--- src/rtl/tdi_pkg.sv ---
package tdi_pkg;

    // Width of one half of the group for bit k (k >= 1).
    function automatic int half_width(input int k, input int sub);
        return sub * (1 << (k - 1));
    endfunction

    // First column of the entry-side half of bit k (k >= 1).
    function automatic int start_first(input int k, input int sub, input int gw);
        return sub * ((1 << (gw - 1)) - (1 << k));
    endfunction

    // First column of the exit-side half of bit k (k >= 1).
    function automatic int start_second(input int k, input int sub, input int gw);
        return sub * ((1 << (gw - 1)) + (1 << (k - 1)) - 1);
    endfunction

    // First column of the bit-0 group at the array centre.
    function automatic int centre_start(input int sub, input int gw);
        return sub * ((1 << (gw - 1)) - 1);
    endfunction

    function automatic int total_cols(input int sub, input int gw);
        return sub * ((1 << gw) - 1);
    endfunction

    // Gray bit that owns a column.
    function automatic int bit_of_col(input int c, input int sub, input int gw);
        for (int k = 1; k < gw; k++) begin
            if ((c >= start_first(k, sub, gw)) &&
                (c < start_first(k, sub, gw) + half_width(k, sub)))
                return k;
            if ((c >= start_second(k, sub, gw)) &&
                (c < start_second(k, sub, gw) + half_width(k, sub)))
                return k;
        end
        return 0;
    endfunction

endpackage

--- src/rtl/tdi_delay_line.sv ---
module tdi_delay_line #(
    parameter int DEPTH = 8,
    parameter int WIDTH = 4
) (
    input  logic             clk,
    input  logic             rst,
    input  logic [WIDTH-1:0] d_i,
    output logic [WIDTH-1:0] q_o
);
    logic [WIDTH-1:0] stage_q [DEPTH];

    always_ff @(posedge clk) begin
        if (rst) begin
            for (int i = 0; i < DEPTH; i++) stage_q[i] <= '0;
        end else begin
            stage_q[0] <= d_i;
            for (int i = 1; i < DEPTH; i++) stage_q[i] <= stage_q[i-1];
        end
    end

    assign q_o = stage_q[DEPTH-1];
endmodule

--- src/rtl/tdi_block_chain.sv ---
module tdi_block_chain #(
    parameter int DEPTH = 8,
    parameter int WIDTH = 4
) (
    input  logic                   clk,
    input  logic                   rst,
    input  logic [WIDTH-1:0]       d_i,
    output logic [DEPTH*WIDTH-1:0] taps_o
);
    logic [WIDTH-1:0] col_q [DEPTH];

    always_ff @(posedge clk) begin
        if (rst) begin
            for (int i = 0; i < DEPTH; i++) col_q[i] <= '0;
        end else begin
            col_q[0] <= d_i;
            for (int i = 1; i < DEPTH; i++) col_q[i] <= col_q[i-1];
        end
    end

    always_comb begin
        for (int i = 0; i < DEPTH; i++) taps_o[i*WIDTH +: WIDTH] = col_q[i];
    end
endmodule

--- src/rtl/tdi_mirror_shifter.sv ---
module tdi_mirror_shifter
    import tdi_pkg::*;
#(
    parameter int ROWS   = 4,
    parameter int SUB    = 8,
    parameter int GRAY_W = 5
) (
    input  logic                                         clk,
    input  logic                                         rst,
    input  logic                                         line_valid_i,
    input  logic [ROWS*GRAY_W-1:0]                       gray_i,
    output logic [tdi_pkg::total_cols(SUB, GRAY_W)*ROWS-1:0] mirror_o
);
    localparam int COLS = total_cols(SUB, GRAY_W);
    localparam int CTR  = centre_start(SUB, GRAY_W);

    // Bit planes: one ROWS-wide vector per gray bit, zeroed on invalid lines.
    logic [ROWS-1:0] plane [GRAY_W];
    logic [ROWS-1:0] col_st [COLS];

    always_comb begin
        for (int k = 0; k < GRAY_W; k++)
            for (int r = 0; r < ROWS; r++)
                plane[k][r] = line_valid_i & gray_i[r*GRAY_W + k];
    end

    for (genvar k = 0; k < GRAY_W; k++) begin : g_bit
        if (k == 0) begin : g_centre
            logic [ROWS-1:0]     head;
            logic [SUB*ROWS-1:0] taps;
            tdi_delay_line #(.DEPTH(CTR), .WIDTH(ROWS)) u_in_dly (
                .clk(clk), .rst(rst), .d_i(plane[0]), .q_o(head));
            tdi_block_chain #(.DEPTH(SUB), .WIDTH(ROWS)) u_blk (
                .clk(clk), .rst(rst), .d_i(head), .taps_o(taps));
            for (genvar j = 0; j < SUB; j++) begin : g_col
                assign col_st[CTR + j] = taps[j*ROWS +: ROWS];
            end
        end else begin : g_pair
            localparam int SA  = start_first(k, SUB, GRAY_W);
            localparam int SB  = start_second(k, SUB, GRAY_W);
            localparam int HW  = half_width(k, SUB);
            localparam int GAP = SB - (SA + HW);
            logic [ROWS-1:0]    head;
            logic [ROWS-1:0]    bridged;
            logic [HW*ROWS-1:0] taps_a;
            logic [HW*ROWS-1:0] taps_b;

            if (SA == 0) begin : g_no_dly
                assign head = plane[k];
            end else begin : g_dly
                tdi_delay_line #(.DEPTH(SA), .WIDTH(ROWS)) u_in_dly (
                    .clk(clk), .rst(rst), .d_i(plane[k]), .q_o(head));
            end

            tdi_block_chain #(.DEPTH(HW), .WIDTH(ROWS)) u_half_a (
                .clk(clk), .rst(rst), .d_i(head), .taps_o(taps_a));
            tdi_delay_line #(.DEPTH(GAP), .WIDTH(ROWS)) u_bridge (
                .clk(clk), .rst(rst),
                .d_i(taps_a[(HW-1)*ROWS +: ROWS]), .q_o(bridged));
            tdi_block_chain #(.DEPTH(HW), .WIDTH(ROWS)) u_half_b (
                .clk(clk), .rst(rst), .d_i(bridged), .taps_o(taps_b));

            for (genvar j = 0; j < HW; j++) begin : g_col
                assign col_st[SA + j] = taps_a[j*ROWS +: ROWS];
                assign col_st[SB + j] = taps_b[j*ROWS +: ROWS];
            end
        end
    end

    always_comb begin
        for (int c = 0; c < COLS; c++) mirror_o[c*ROWS +: ROWS] = col_st[c];
    end
endmodule

--- config.mk ---
export PLATFORM = sky130hd
export DESIGN_NAME = tdi_mirror_shifter
export DESIGN_NICKNAME = d
export VERILOG_FILES = /design/src/rtl/tdi_pkg.sv /design/src/rtl/tdi_delay_line.sv /design/src/rtl/tdi_block_chain.sv /design/src/rtl/tdi_mirror_shifter.sv
export SDC_FILE = /design/constraint.sdc
export NUM_CORES = 2
export LEC_CHECK = 0
export BUFFER_PORTS_ARGS = -buffer_cell sky130_fd_sc_hd__buf_2
export CORE_MARGIN = 4
export CORE_UTILIZATION = 56
export CTS_CLUSTER_SIZE = 14
export DETAILED_ROUTE_END_ITERATION = 12
export PLACE_DENSITY = 0.75
export RECOVER_POWER = 100
export SYNTH_ARGS = -nofsm -noshare
export SYNTH_HDL_FRONTEND = slang
export SYNTH_SLANG_ARGS = --single-unit
--- constraint.sdc ---
create_clock -name clk -period 1.6 [get_ports clk]
set_input_delay 0.32 -clock clk [delete_from_list [all_inputs] [get_ports clk]]
set_output_delay 0.32 -clock clk [all_outputs]
set_load 0.005 [all_outputs]
* Word level (Yosys, flattened, before mapping)
Memories as Yosys holds them, arrays and structs flattened. Index checks and enable logic that the tools add are counted.
Storage, ports and cells: bits in registers 0, RAM bits 3392, memories 17
Operators by class: muxes and demuxes 851, bitwise logic cells 868
Memories:
- g_bit[0].g_centre.u_in_dly.stage_q | words 120, bits a word 4, rd ports 120, clocked after Yosys merged registers in 0, wr ports 120, line tdi_delay_line.sv:10 | logic [WIDTH-1:0] stage_q [DEPTH];
- g_bit[4].g_pair.u_bridge.stage_q | words 120, bits a word 4, rd ports 120, clocked after Yosys merged registers in 0, wr ports 120, line tdi_delay_line.sv:10
- g_bit[1].g_pair.g_dly.u_in_dly.stage_q | words 112, bits a word 4, rd ports 112, clocked after Yosys merged registers in 0, wr ports 112, line tdi_delay_line.sv:10
- g_bit[2].g_pair.g_dly.u_in_dly.stage_q | words 96, bits a word 4, rd ports 96, clocked after Yosys merged registers in 0, wr ports 96, line tdi_delay_line.sv:10
- g_bit[3].g_pair.g_dly.u_in_dly.stage_q | words 64, bits a word 4, rd ports 64, clocked after Yosys merged registers in 0, wr ports 64, line tdi_delay_line.sv:10
- g_bit[4].g_pair.u_half_a.col_q | words 64, bits a word 4, rd ports 64, clocked after Yosys merged registers in 0, wr ports 64, line tdi_block_chain.sv:10 | logic [WIDTH-1:0] col_q [DEPTH];
- +11 memories
Operators by type and width (count):
- 2-to-1 mux 4 bit | 848
- bitwise OR 1 bit | 848
- AND 1 bit | 20
- 2-to-1 mux 1 bit | 3

* Logic depth before layout (Yosys ltp)
depth after elaboration 3, depth in mapped cells 5

* By module
From an unflattened synthesis, not the netlist that was laid out.
Unflattened totals: cells, all modules 7206, area, all modules 94170.3 sq um
By module, submodules not included:
- tdi_delay_line (g_bit[0].g_centre.u_in_dly ...) | instances 2, cells an instance 1017, area an instance 12929.9 sq um, seq. area each 9609.2 sq um
- tdi_block_chain (g_bit[4].g_pair.u_half_a ...) | instances 2, cells an instance 540, area an instance 6864.1 sq um, seq. area each 5124.9 sq um
- tdi_delay_line (g_bit[1].g_pair.g_dly.u_in_dly) | instances 1, cells an instance 950, area an instance 12806.0 sq um, seq. area each 8968.6 sq um
- tdi_delay_line (g_bit[2].g_pair.g_dly.u_in_dly) | instances 1, cells an instance 815, area an instance 11299.6 sq um, seq. area each 7687.4 sq um
- tdi_block_chain (g_bit[3].g_pair.u_half_a ...) | instances 2, cells an instance 270, area an instance 3464.6 sq um, seq. area each 2562.5 sq um
- tdi_delay_line (g_bit[3].g_pair.g_dly.u_in_dly) | instances 1, cells an instance 544, area an instance 6894.1 sq um, seq. area each 5124.9 sq um
- tdi_delay_line (g_bit[3].g_pair.u_bridge) | instances 1, cells an instance 477, area an instance 6572.6 sq um, seq. area each 4484.3 sq um
- tdi_block_chain (g_bit[2].g_pair.u_half_a ...) | instances 2, cells an instance 135, area an instance 1918.1 sq um, seq. area each 1281.2 sq um
- tdi_delay_line (g_bit[2].g_pair.u_bridge) | instances 1, cells an instance 206, area an instance 2630.0 sq um, seq. area each 1921.8 sq um
- tdi_block_chain (g_bit[0].g_centre.u_blk ...) | instances 3, cells an instance 67, area an instance 863.3 sq um, seq. area each 640.6 sq um
- tdi_delay_line (g_bit[1].g_pair.u_bridge) | instances 1, cells an instance 67, area an instance 863.3 sq um, seq. area each 640.6 sq um
- tdi_mirror_shifter | instances 1, cells an instance 22, area an instance 161.4 sq um, seq. area each 0.0 sq um

* Worst setup path after synthesis
Ideal clock, no wire load.
kind input port to flip-flop, from in rst, to mem g_bit[0].g_centre.u_in_dly.stage_q[26][2], in the netlist g_bit[0].g_centre.u_in_dly.stage_q[0][106], setup time 0.114 ns, data arrival time 1.160 ns, slack 0.326 ns, stages 5, buffers on the path 4, path through buf_6 -> buf_6 -> buf_6 -> clkbuf_1 -> and2b_1
RTL lines:
- start: declaration | line tdi_mirror_shifter.sv:9 | input logic rst,
- end: declaration | line tdi_delay_line.sv:10

==> key figures <==
Setup path
  • Startpoint Class: input pin
  • Critical path arrival: 2620 ps
  • Critical-path cell list: dlygate4sd3_1 > clkbuf_1 > clkbuf_1 > buf_12 > clkbuf_4 > buf_4 > and2b_1
  • Worst-path cell with the longest stage delay: dlygate4sd3_1
  • Critical Path RT: ~2400 ps
  • Critical path capture point type: flip-flop
  • Critical Path Max Stage Delay: ~540 ps
  • Cell mode on critical path: clkbuf_1
  • CP Class: in -> reg
  • Crit-path max FO: 34

Floorplanning
  • Row count: around 150
  • Io pins: 1015
  • Core Region: between 150000 and 200000 um2
  • Die area: between 150000 and 200000 um2
  • Starting density of the core: 0.566
  • Die height: between 400 and 500 um
  • Die W: about 410 um

Timing
  • Least-Margin Pin Slew: roughly 990 ps
  • Pins Over Slew Limit: 0
  • Final setup viols: around 1600
  • Setup ws final: -232 ps
  • Clock Skew: about 47 ps
  • Fin crit share: 1.14
  • Hold Violations, Final: 0
  • WHS: 393 ps
  • FMAX: roughly 550 MHz
  • RSZ-0062 raised after global routing: yes
  • Min cycle time layout: about 1800 ps
  • Worst slew margin: 0.343

Global routing
  • Total congestion overflow: 0
  • Initial antenna violation count: 9
  • First-pass GRT wire length: approximately 280000 um
  • Vias in the first global route: 50300
  • GRT Resource Usage Total: 0.209
  • Pin count of the biggest net entering global routing: 86

Routing
  • DRC: 0
  • Vias: around 50000
  • First drt pass iteration count: 5
  • Remaining antenna violation count: 0
  • Routed len/inst: about 18 um
  • Via density: approximately 4.6
  • Routed WL: 196000 um
  • DRT iter0 DRCs: between 2000 and 3000

Logic synthesis
  • Mapped Area: a little over 90000 um2
  • Netlist cell types: 7
  • Sequential fraction of the synthesis area: 0.743
  • Yosys reg bits: ~3400
  • Post-Syn Instances: about 7200
  • Syn_nets: 7186
  • Yosys warnings: 0
  • Post-Syn Area per Cell: about 13 um2

Final layout
  • Fill cells: just under 10000
  • Most frequent cells in the layout: 2982 x nor2b_1, 2417 x dfxtp_1, 882 x dfxtp_2, 800 x buf_6, 390 x and2b_1
  • Post-route cell area: ~120000 um2
  • Share of cells above drive strength 1: 0.322
  • Layout area overhead: 29.1%
  • Final Net Count: between 8000 and 9000
  • Commonest non-fill, non-tap cell in the layout: nor2b_1

Power
  • Peak VDD IR: roughly 1100 uV
  • Int Pwr: about 130 mW
  • Comb pwr share: 0.011
  • Flop pwr share: 0.524
  • P_leak: 50.9 nW
  • Sw frac: 0.198
  • Switch Pwr: about 32 mW
  • Pwr/cell area: between 1000 and 1500 nW/um2
  • Clock Power Share: 0.465

Clock tree
  • TritonCTS clock tree: yes
  • Clock root buffer: clkbuf_16
  • Clock latency on the worst-skew pair: 900 ps
  • Total clock sinks: 3392
  • # H-tree levels: 5
  • Worst-case clock buffer depth: 4
  • CTS buffer count: around 330
  • Clock-pin slew on the worst setup and hold paths: 60 ps

Flow run
  • # Max-Cap Violations: 0

Place
  • Detailed Place HPWL: approximately 110000 um
  • Placement Cell Area: approximately 99000 um2
  • Final Wtd Congestion: approximately 0.9
  • IO buf count: approximately 1000

Run status
  • Failing checks: setup timing
  • Result of the run: complete, but fails checks

Worst hold path
  • Worst hold path class: reg -> reg
timing repair:
| action | 4_1_cts | 5_1_grt |
|---|---|---|
| endpoints found under the setup margin | 992 | 994 |
| endpoints found under the hold margin | 150 | 0 |
| hold buffers | 41 | 0 |
| resized for setup | 1591 | 336 |
| setup buffers | 149 | 99 |
| cloned | 0 | 0 |
sequential cells by signal (all words and copies together), names as in the netlist:
| signal | flops |
|---|---|
| g_bit.g_pair.u_bridge.stage_q | 832 |
| g_bit.g_centre.u_in_dly.stage_q | 480 |
| g_bit.g_centre.u_blk.col_q | 32 |
| g_bit.g_pair.u_half_a.col_q | 480 |
| g_bit.g_pair.g_dly.u_in_dly.stage_q | 1088 |
| g_bit.g_pair.u_half_b.col_q | 480 |
synthesized netlist by cell type:
library cell / instances / share of area
and2b_1: 390 / 0.032
dfxtp_1: 3392 / 0.74
buf_2: 1 / 0.000055
buf_6: 33 / 0.0041
nor2b_1: 2982 / 0.20
and3b_1: 20 / 0.0019
clkbuf_1: 345 / 0.014
path summary, 6_finish.rpt:
check / start / slack [ps] / cells after the start / end
setup reg to reg: g_bit[4].g_pair.u_half_a.col_q[1][34] / 620 / 4 / g_bit[4].g_pair.u_half_a.col_q[1][38]
hold / removal: g_bit[4].g_pair.u_bridge.stage_q[1][67] / 390 / 1 / g_bit[4].g_pair.u_bridge.stage_q[1][71]
hold reg to reg: g_bit[4].g_pair.u_bridge.stage_q[1][67] / 390 / 1 / g_bit[4].g_pair.u_bridge.stage_q[1][71]
setup / recovery: rst / -230 / 7 / g_bit[3].g_pair.u_half_a.col_q[0][25]
layer usage:
layer / part of all wire / GRT usage / vias up
met5: 0.00013 / 0 / -
met1: 0.41 / 0.255 / 23800
met3: 0.064 / 0.0564 / 598
met2: 0.47 / 0.346 / 1374
li1: - / - / 24400
met4: 0.052 / 0.100 / 4
through the flow:
| step | utilization | power, mW | TNS (ps) | instances | setup slack, ps |
|---|---|---|---|---|---|
| detailed placement | 0.616 | 88.3 | 0 | 10100 | 122 |
| finish | 0.731 | 161 | -86380 | 11000 | -232 |
| global placement | 0.616 | 88.2 | 0 | 10100 | 134 |
| global route | 0.731 | 166 | -172690 | 11000 | -287 |
| CTS | 0.720 | 162 | -122210 | 10900 | -290 |
| floorplan | - | 87.7 | 0 | 7163 | 326 |
area by class of cell:
type                    count  area (um2)  area share
clock inverters            67         815     0.00691
diodes                      4        10.0   0.0000849
well taps                2160        2700      0.0229
repair buffers           1471       13700       0.116
multi-input cells        3392       21800       0.184
flip-flops and latches   3392       69400       0.588
clock buffers             488        9640      0.0817
logic make-up after synthesis:
family	synth area share
DFF	0.743
buffers and inverters	0.0183
and+or+nand+nor	0.238
power groups by stage:
| stage | combinational (mW) | clock [mW] | sequential, mW |
|---|---|---|---|
| 2_1_floorplan | 1.31 | 0 | 86.4 |
| 3_3_place_gp | 1.85 | 0 | 86.4 |
| 3_5_place_dp | 1.89 | 0 | 86.4 |
| 4_1_cts | 1.97 | 75.8 | 84.3 |
| 5_1_grt | 2.02 | 79.9 | 84.3 |
| 6_report | 1.82 | 74.9 | 84.3 |
worst max-delay path, delay by kind of cell:
kind,cells,cell delay (ps)
simple gates,1,210
buf+inv,6,2050
(Power assumes the default switching activity.)
